**src/rtl/pm_gate_pkg.sv**
```systemverilog
package pm_gate_pkg;

   localparam int PS_W    = 2;
   localparam int SPACE_W = 2;

   typedef enum logic [PS_W-1:0] {
      PS_FULL  = 2'b00,
      PS_RSVA  = 2'b01,
      PS_RSVB  = 2'b10,
      PS_LOW   = 2'b11
   } pstate_e;

   typedef enum logic [SPACE_W-1:0] {
      SPC_CFG  = 2'b00,
      SPC_MEM  = 2'b01,
      SPC_IO   = 2'b10,
      SPC_UNU  = 2'b11
   } space_e;

endpackage

```
**src/rtl/pm_state_reg.sv**
```systemverilog
module pm_state_reg
   import pm_gate_pkg::*;
(
   input  logic    clk,
   input  logic    rst_n,
   input  logic    wr_en,
   input  pstate_e wr_val,
   output pstate_e state
);

   logic legal;
   assign legal = (wr_val == PS_FULL) || (wr_val == PS_LOW);

   always_ff @(posedge clk or negedge rst_n) begin
      if (!rst_n)
         state <= PS_FULL;
      else if (wr_en && legal)
         state <= wr_val;
   end


   state_legal_chk: assert property (@(posedge clk) disable iff (!rst_n)
      (state == PS_FULL) || (state == PS_LOW));


   rsv_ignore_chk: assert property (@(posedge clk) disable iff (!rst_n)
      (wr_en && (wr_val == PS_RSVA || wr_val == PS_RSVB)) |=> $stable(state));

endmodule

```
**src/rtl/pm_txn_filter.sv**
```systemverilog
module pm_txn_filter
   import pm_gate_pkg::*;
(
   input  logic   clk,
   input  logic   rst_n,
   input  logic   req_valid,
   input  space_e req_space,
   input  logic   low_power,
   output logic   fwd_valid,
   output logic   abort_valid
);

   logic blocked;

   always_comb begin
      blocked     = low_power && (req_space != SPC_CFG);
      fwd_valid   = req_valid && !blocked;
      abort_valid = req_valid && blocked;
   end


   cfg_pass_chk: assert property (@(posedge clk) disable iff (!rst_n)
      (req_valid && req_space == SPC_CFG) |-> (fwd_valid && !abort_valid));


   low_abort_chk: assert property (@(posedge clk) disable iff (!rst_n)
      (req_valid && low_power && req_space != SPC_CFG) |-> (abort_valid && !fwd_valid));


   idle_quiet_chk: assert property (@(posedge clk) disable iff (!rst_n)
      !req_valid |-> !(fwd_valid || abort_valid));

endmodule

```
**src/rtl/pm_irq_mask.sv**
```systemverilog
module pm_irq_mask #(
   parameter int N_IRQ   = 8,
   parameter bit REG_OUT = 1'b1
) (
   input  logic             clk,
   input  logic             rst_n,
   input  logic [N_IRQ-1:0] sts,
   input  logic [N_IRQ-1:0] en,
   input  logic             full_power,
   output logic             irq
);

   logic any_pend;
   assign any_pend = |(sts & en);

   generate
      if (REG_OUT) begin : g_reg
         logic irq_q;
         always_ff @(posedge clk or negedge rst_n) begin
            if (!rst_n)
               irq_q <= 1'b0;
            else
               irq_q <= full_power && any_pend;
         end
         assign irq = irq_q;


         low_mute_chk: assert property (@(posedge clk) disable iff (!rst_n)
            !full_power |=> !irq);


         reissue_chk: assert property (@(posedge clk) disable iff (!rst_n)
            (full_power && any_pend) |=> irq);
      end else begin : g_comb
         assign irq = full_power && any_pend;


         low_mute_chk: assert property (@(posedge clk) disable iff (!rst_n)
            !full_power |-> !irq);
      end
   endgenerate


   masked_chk: assert property (@(posedge clk) disable iff (!rst_n)
      ((sts & en) == '0) |=> ((sts & en) != '0) || !irq || !REG_OUT);

endmodule

```
**src/rtl/pm_access_gate.sv**
```systemverilog
module pm_access_gate
   import pm_gate_pkg::*;
#(
   parameter int N_IRQ   = 8,
   parameter bit REG_OUT = 1'b1
) (
   input  logic             clk,
   input  logic             rst_n,
   input  logic             cfg_pm_wr,
   input  logic [1:0]       cfg_pm_wdata,
   output logic [1:0]       pm_state,
   input  logic             req_valid,
   input  logic [1:0]       req_space,
   output logic             fwd_valid,
   output logic             abort_valid,
   input  logic [N_IRQ-1:0] irq_sts,
   input  logic [N_IRQ-1:0] irq_en,
   output logic             irq_out
);

   generate
      if (N_IRQ < 1 || N_IRQ > 1024) begin : g_bad_n
         $fatal(1, "pm_access_gate: N_IRQ out of range");
      end
   endgenerate

   pstate_e cur_state;
   logic    in_low;

   pm_state_reg u_state (
      .clk    (clk),
      .rst_n  (rst_n),
      .wr_en  (cfg_pm_wr),
      .wr_val (pstate_e'(cfg_pm_wdata)),
      .state  (cur_state)
   );

   assign in_low   = (cur_state == PS_LOW);
   assign pm_state = cur_state;

   pm_txn_filter u_filter (
      .clk         (clk),
      .rst_n       (rst_n),
      .req_valid   (req_valid),
      .req_space   (space_e'(req_space)),
      .low_power   (in_low),
      .fwd_valid   (fwd_valid),
      .abort_valid (abort_valid)
   );

   pm_irq_mask #(
      .N_IRQ   (N_IRQ),
      .REG_OUT (REG_OUT)
   ) u_irq (
      .clk        (clk),
      .rst_n      (rst_n),
      .sts        (irq_sts),
      .en         (irq_en),
      .full_power (!in_low),
      .irq        (irq_out)
   );


   same_cycle_chk: assert property (@(posedge clk) disable iff (!rst_n)
      (cfg_pm_wr && req_valid && req_space != 2'b00 && pm_state == 2'b00) |-> fwd_valid);

endmodule

```
**config.mk**
```make
export PLATFORM = sky130hd
export DESIGN_NAME = pm_access_gate
export DESIGN_NICKNAME = d
export VERILOG_FILES = /design/src/rtl/pm_gate_pkg.sv /design/src/rtl/pm_state_reg.sv /design/src/rtl/pm_txn_filter.sv /design/src/rtl/pm_irq_mask.sv /design/src/rtl/pm_access_gate.sv
export SDC_FILE = /design/constraint.sdc
export NUM_CORES = 1
export LEC_CHECK = 0
export ABC_CLOCK_PERIOD_IN_PS = 930
export BUFFER_PORTS_ARGS = -buffer_cell sky130_fd_sc_hd__clkbuf_2
export CAP_MARGIN = 20
export CORE_AREA = 2 2 39 41
export DETAILED_ROUTE_END_ITERATION = 12
export DIE_AREA = 0 0 41 43
export MAX_ROUTING_LAYER = met4
export PLACE_DENSITY = 0.56
export SETUP_SLACK_MARGIN = 0.2
export SLEW_MARGIN = 10
export SYNTH_ARGS = -nofsm -noshare
export SYNTH_HDL_FRONTEND = slang
export SYNTH_SLANG_ARGS = --single-unit
```
**constraint.sdc**
```tcl
create_clock -name clk -period 0.93 [get_ports clk]
set_input_delay 0.093 -clock clk [delete_from_list [all_inputs] [get_ports clk]]
set_output_delay 0.093 -clock clk [all_outputs]
set_load 0.01 [all_outputs]
```
; Yosys cells after proc, flatten, opt, wreduce, memory -nomap -nowiden
; Cells that the tools add are included.
[op_classes]
n_eq_ne = 2
bitwise = 1
n_reduce_logical = 11
[ops]
columns = operator, count
row1 = $and A8 B8 Y8, 1
row2 = $reduce_or A8 Y1, 1
row3 = $logic_and A1 B1 Y1, 5
row4 = $eq A2 B2 Y1 const B, 2
row5 = $logic_not A1 Y1, 2
row6 = $logic_not A2 Y1, 1
row7 = $reduce_bool A2 Y1, 1
row8 = $logic_or A1 B1 Y1, 1
[totals]
elab_cells = 16
in_bits = 24
reg_bits = 3
out_inout_bits = 5

; Logic depth before layout (Yosys ltp)
; Gate-level depths: netlist of the first run.
[logic_depth]
ltp_word = 4
mapped_depth = 2
ltp_nobuf = 2

; Modules after synthesis
; From an unflattened synthesis of the first run, not the netlist that was laid out.
[hier_totals]
cells_unflattened = 23
area_unflattened_um2 = 210.2
[by_module_without_submodules]
columns = mod, cells_per_inst, area_per_inst_um2, seq_area_each_um2, instances
row1 = pm_state_reg, 10, 113.9, 50.0, 1
row2 = pm_irq_mask, 7, 67.6, 25.0, 1
row3 = pm_txn_filter, 4, 18.8, 0.0, 1
row4 = pm_access_gate, 2, 10.0, 0.0, 1

; Worst setup path after synthesis of the first run
; Ideal clock, no wire load.
[synth_timing]
kind = reg2out
startpoint = register u_state.state[1]
endpoint = output port fwd_valid
path_buffers = 0
arrival_ps = 729
stages_incl_launch_ff = 3
required_time_ps = 837
slack_ps = 108
cell_sequence = dfrtp_1 o211ai_1 and2_1
[synth_between]
elab_chain_cells = 4
[synth_rtl]
columns = item, line
row1 = from (decl), pm_state_reg.sv:8  ; output pstate_e state
row2 = from (signal assigned), pm_state_reg.sv:18  ; state <= wr_val;
row3 = $eq A2 B2 Y1, pm_access_gate.sv:38  ; assign in_low = (cur_state == PS_LOW);
row4 = $logic_and A1 B1 Y1, pm_txn_filter.sv:16  ; blocked = low_power && (req_space != SPC_CFG);
row5 = $logic_not A1 Y1, pm_txn_filter.sv:17  ; fwd_valid = req_valid && !blocked;
row6 = $logic_and A1 B1 Y1, pm_txn_filter.sv:17
row7 = to (decl), pm_access_gate.sv:14  ; output logic fwd_valid,
; No other way between the ends.

; Worst setup path in the final report of the first run
; Same ends and word-level chain as after synthesis.

==> run_results.csv, run 1 <==
group,metric,value,unit
status,status,"finished, violations left",
status,violations,"negative setup slack",
worst_hold_path,hp-class,"input pin to register",
yosys,synth_cells,21,
cts,cts.clk_slew.worst_paths,30,ps
final_layout,nNetsFinal,83,
worst_setup_path,crit_family,"flip-flops",
yosys,synthTopCellsByArea,"dfrtp_1 (41%), a22oi_1 (17%), inv_1 (8.3%), o22ai_1 (6.9%), a21oi_1 (5.5%)",
die,io_pins,29,
yosys,syn-cell-area,181,um^2
sta,worst_pin_slew,222,ps
worst_setup_path,worstPathRequired,840,ps
yosys,synth_top_area_share,41.4,%
yosys,synth_ff_type,"dfrtp_1",
yosys,yosys-top-cells-count,"a22oi_1 (4), inv_1 (4), dfrtp_1 (3)",
flow_run,maxCapViolCount,0,
yosys,synth_area_leader_cell,"dfrtp_1",
sta,setup_slack,-153,ps
placement,io_buffers,28,
final_layout,fin_area,458,um^2
yosys,ys_types,11,
cts,cts_root_buf,"clkbuf_4",
final_layout,instances_no_fill,74,
routing,routedWlPerCell,8.88,um
sta,finClkSkew,1.91,ps
power,cellPowerDensity,1350,mW/mm^2
grt,grt_max_degree,4,
worst_setup_path,path_cells,"o211ai_1, and2_4, buf_6",
final_layout,drive_gt1_share,69.0,%
sta,hold_viol,0,
placement,place_area,359,um^2
routing,routed_via_density,4.03,
die,die_area,0.00176,mm^2
placement,dp_hpwl,516,um
routing,routed_wl,657,um
sta,finalMaxSlewViolations,0,
yosys,syn_area_per_cell,8.64,um^2
sta,timing.hold.ws,122,ps
worst_setup_path,critPathKind,"register to output pin",
worst_setup_path,cpPeakStageDelay,370,ps
cts,clkSinkCount,3,
sta,period_share,116,%
routing,drt-initial-drc-count,0,
sta,setup_violations,5,
worst_setup_path,end_kind,"output pin",
yosys,synth_edf_count,0,
worst_setup_path,cp_num_buf_inv,1,
cts,cts_buffers,3,
grt,antenna_found_initial,0,
yosys,synth-seq-area-share,41.4,%
cts,max-clock-path-buffers,2,
routing,drc,0,
final_layout,utilization,33.1,%
grt,grtUsageTotal,10.7,%
grt,grt_pass1_vias,282,
sta,fmax,0.924,GHz
worst_setup_path,arrival,990,ps
worst_setup_path,cp-start-kind,"register",
routing,ant_nets,0,
placement,dp_cells,67,
yosys,ys_ff_latch,3,
worst_setup_path,cp_max_fo,2,
sta,period_minus_slack,1080,ps
grt,grt.overflow.total,0,
final_layout,num_antenna_cells,0,
yosys,synth_fp_nets,45,
yosys,yosysWarnings,0,
placement,gp_congestion,0.569,
die,core_area,0.00138,mm^2
cts,htreeDepth,1,
cts,cts_tree,"done",
yosys,async_flop_share,100,%
cts,clock_latency,230,ps
power,vdd.ir_drop.worst,0.492,mV
worst_setup_path,slowest_stage,"dfrtp_1",
die,die_w,41,um
final_layout,area_delta_synth_final,152,%
die,rows,14,
sta,rsz0062_at_grt,"yes",
die,initial_utilization,13.1,%
power,power.leakage,0.000256,uW
placement,dp_worst_setup_slack,64.7,ps
grt,grt_pass1_wl,1.10,mm
die,fp.dieH,43,um
sta,relSlewSlack,85.2,%
routing,drt_pass1_iterations,1,
routing,via_count,298,
==> tightest hold or removal path, stage by stage <==
cell and delay [ps]:
clkbuf_2 80, inv_1 60, o22ai_1 70
==> per-layer routing <==
layer / wire [um] / GRT usage, % / share of wire, % / vias up
li1: - / - / - / 153
met1: 219 / 8.09 / 33 / 138
met2: 388 / 16.3 / 59 / 7
met3: 48 / 9.42 / 7.3 / 0
met4: 0 / 6.00 / 0 / 0
met5: 0 / - / 0 / -
==> cell usage in the layout (no fill, tap or decap) <==
cell type and count:
clkbuf_1 1, a22oi_1 4, a21oi_2 2, a41oi_2 1
clkbuf_2 24, dlygate4sd3_1 1, buf_4 1, inv_1 4
dfrtp_1 3, buf_6 6, nor2b_1 1, clkbuf_4 3
o22ai_1 2, o211ai_1 1, and2_4 2, buf_2 1
nor2_1 1
==> cells by family (layout without fill, tap and decap cells) <==
| logic type | after synthesis | after routing | share of synthesized area (%) |
|---|---|---|---|
| compound gates | 10 | 10 | 37.9 |
| simple gates | 4 | 4 | 12.4 |
| buf+inv | 4 | 41 | 8.27 |
| flops | 3 | 3 | 41.4 |
==> cell type report <==
class                      count  area [um^2]
clock buffer                   4         26.3
fill                         160          926
inverter                       4         15.0
multi-input combinational     14          111
sequential                     3         75.1
tap                           16         20.0
timing repair buffer          33          210
==> worst paths after layout <==
path                                              startpoint  slack, ps                      endpoint  cells after the start
worst max-delay path            u_state.state[1]$_DFFE_PN0P_       -150                     fwd_valid                      3
worst min-delay path                         cfg_pm_wdata[1]        120  u_state.state[0]$_DFFE_PN0P_                      3
worst max register to register  u_state.state[1]$_DFFE_PN0P_        -20  u_state.state[1]$_DFFE_PN0P_                      4
worst min register to register  u_state.state[0]$_DFFE_PN0P_        670           u_irq.irq$_DFF_PN0_                      3
max in group asynchronous                              rst_n        630  u_state.state[0]$_DFFE_PN0P_                      2
min in group asynchronous                              rst_n        190           u_irq.irq$_DFF_PN0_                      2
==> per-stage QoR <==
stage / power, uW / TNS, ps
3_3_place_gp: 323 / 0
3_5_place_dp: 325 / 0
4_1_cts: 604 / -560
5_1_grt: 675 / -757
2_1_floorplan: 226 / 0
6_report: 620 / -502
==> timing repair <==
item / in CTS / in global routing
setup buffers: 2 / 0
hold endpoints to repair: 3 / 0
pin swaps: 4 / 5
endpoints found under the setup margin: 8 / 8
hold buffers: 1 / 0
resized for setup: 6 / 9
==> state kept, by name, indices dropped and copies added, names as in the netlist <==
| name | cells |
|---|---|
| u_irq.irq | 1 |
| u_state.state | 2 |
==> report_power, final <==
group          leakage (uW)  switching, uW  internal [uW]
clock network     0.0000150           64.7            161
registers         0.0000329           9.71            149
logic              0.000208           87.3            149
total              0.000256            162            458
Power figures use the tool's default switching activity.
==> run 2: changes to the inputs <==
- ABC_CLOCK_PERIOD_IN_PS: 930 -> 1050
- PLACE_DENSITY: 0.56 -> default
- SLEW_MARGIN: 10 -> default
- clock period: 0.93 -> 1.05 ns (I/O delays scaled with it)
==> run 2 against run 1 <==
Against the previous run: the run still ends with negative setup slack left; die area unchanged; largest power group is now the clock network; global-route usage down 2.5 points; clock skew down 0.52 ps; sequential power down 14%; final cell count down 2.7%; core utilization down 2.8 points; total power down 17%.
==> run_results.csv, run 2 (same netlist as run 1, synthesis figures left out) <==
group,metric,value,unit
sta,finClkSkew,1.39,ps
final_layout,num_antenna_cells,0,
power,power_frac_comb,33.4,%
grt,antenna_found_initial,0,
placement,place_area,342,um^2
cts,htreeDepth,1,
worst_hold_path,min_to,"u_state.state[0]$_DFFE_PN0P_",
sta,period_share,102,%
die,fp.dieH,43,um
grt,grt_pass1_wl,869,um
final_layout,drive_gt1_share,64.3,%
die,rows,14,
routing,wl_met1,167,um
worst_setup_path,cp-start-kind,"register",
die,die_w,41,um
cts,cts_tree,"done",
cts,cts_root_buf,"clkbuf_4",
sta,hold_viol,0,
worst_setup_path,path_cells,"o211ai_1, and2_1, buf_2",
cts,cts_buffers,3,
placement,dp_cells,65,
routing,ant_nets,0,
power,cellPowerDensity,1220,mW/mm^2
cts,clock_latency,230,ps
flow_run,maxCapViolCount,0,
die,die_area,0.00176,mm^2
worst_setup_path,worstPathRequired,940,ps
cts,max-clock-path-buffers,2,
worst_setup_path,cp-startpoint,"u_state.state[1]$_DFFE_PN0P_",
final_layout,final_cell_mix,"clkbuf_2 (24), inv_1 (4), a22oi_1 (4)",
placement,io_buffers,28,
grt,grt.overflow.total,0,
routing,drt-initial-drc-count,5,
sta,finalMaxSlewViolations,0,
final_layout,instances_no_fill,72,
status,status,"finished, violations left",
power,p_sw,136,uW
routing,drc,0,
worst_setup_path,slowest_stage,"dfrtp_1",
routing,top_layer_used,"met4",
worst_setup_path,r2r-start,"u_state.state[0]$_DFFE_PN0P_",
sta,period_minus_slack,1070,ps
power,clkPwrFrac,39.8,%
worst_setup_path,critPathKind,"register to output pin",
sta,relSlewSlack,84.8,%
power,power.internal,376,uW
sta,worst_pin_slew,228,ps
placement,dp_hpwl,454,um
sta,rsz0062_at_grt,"yes",
worst_hold_path,hold_depth,3,
final_layout,fin_area,419,um^2
sta,setup_violations,1,
grt,grt_pass1_vias,280,
worst_setup_path,r2r_end,"u_irq.irq$_DFF_PN0_",
final_layout,final_common_cell,"clkbuf_2",
worst_setup_path,arrival,970,ps
routing,drt_pass1_iterations,4,
die,io_pins,29,
worst_setup_path,cp_max_fo,2,
final_layout,largest_register,"u_state.state",
routing,routed_wl,563,um
routing,wl_met2,340,um
routing,via_count,277,
placement,gp_congestion,0.668,
final_layout,area_delta_synth_final,131,%
power,vdd.ir_drop.worst,0.223,mV
routing,routed_via_density,3.85,
final_layout,utilization,30.3,%
worst_setup_path,rrSetupSlack,160,ps
worst_setup_path,end_kind,"output pin",
cts,cts.clk_slew.worst_paths,40,ps
die,core_area,0.00138,mm^2
status,violations,"negative setup slack",
die,initial_utilization,13.1,%
sta,setup_slack,-20.7,ps
power,seqPwrFrac,26.8,%
power,total_power,512,uW
routing,wl_met3,36,um
worst_setup_path,reg2reg_depth,3,
worst_setup_path,cpPeakStageDelay,370,ps
worst_hold_path,hp-start,"cfg_pm_wdata[1]",
power,power.leakage,0.000239,uW
final_layout,nNetsFinal,81,
power,p_sw_share,26.5,%
grt,grt_max_degree,5,
grt,grtUsageTotal,8.22,%
worst_hold_path,hp-class,"input pin to register",
cts,clkSinkCount,3,
routing,routedWlPerCell,7.82,um
sta,fmax,0.934,GHz
final_layout,largest_reg_flops,2,
[run 2: cell count changes in the layout (fill, tap and decap cells not counted), sizes merged]
cell  previous run  this run
buf              8         6
[run 2: per-layer routing]
metal,GRT usage (%),vias up
li1,-,148
met1,5.13,117
met2,12.8,10
met3,0.524,2
met4,14.7,0
met5,-,-
[run 2: worst max path at each step]
stage	endpoint	slack, ps	depth (start not counted)
floorplan	fwd_valid	220	2
global placement	fwd_valid	170	3
detailed placement	fwd_valid	160	3
CTS	fwd_valid	-40	3
global route	fwd_valid	-70	3
finish	fwd_valid	-20	3
[run 2: worst max-delay path, delay by kind of cell, from the launching register on]
kind | cells | cell delay, ps
AND/OR/NAND/NOR | 1 | 140
flip-flops | 1 | 370
AO/OA/AOI/OAI | 1 | 100
buffers and inverters | 1 | 120
[run 2: through the flow]
stage | TNS [ps] | hold WS [ps] | worst slack (ps)
2_1_floorplan | 0 | -191 | 216
3_3_place_gp | 0 | -94.8 | 174
3_5_place_dp | 0 | -97.9 | 156
4_1_cts | -35.4 | 108 | -35.4
5_1_grt | -84.8 | 147 | -69.0
6_report | -20.7 | 131 | -20.7
[run 2: layout make-up]
type	count	area (um^2)
repair buffers	31	178
clock buffers	4	26.3
fillers	149	965
well taps	16	20.0
inverters	4	15.0
multi-input cells	14	105
flip-flops and latches	3	75.1
[run 2: power by group through the flow]
stage | clock [uW] | combinational [uW] | sequential (uW)
after floorplan | 0 | 44.3 | 152
after global placement | 0 | 126 | 144
after detailed placement | 0 | 125 | 145
after CTS | 215 | 160 | 137
after global routing | 224 | 187 | 138
final | 204 | 171 | 137
[run 2: repair_timing]
action / in CTS / in global routing
buffers inserted: 2 / 0
hold endpoints to repair: 3 / 0
hold buffers: 1 / 0
setup endpoints to repair: 4 / 7
resized for setup: 3 / 7
pin swaps: 1 / 2
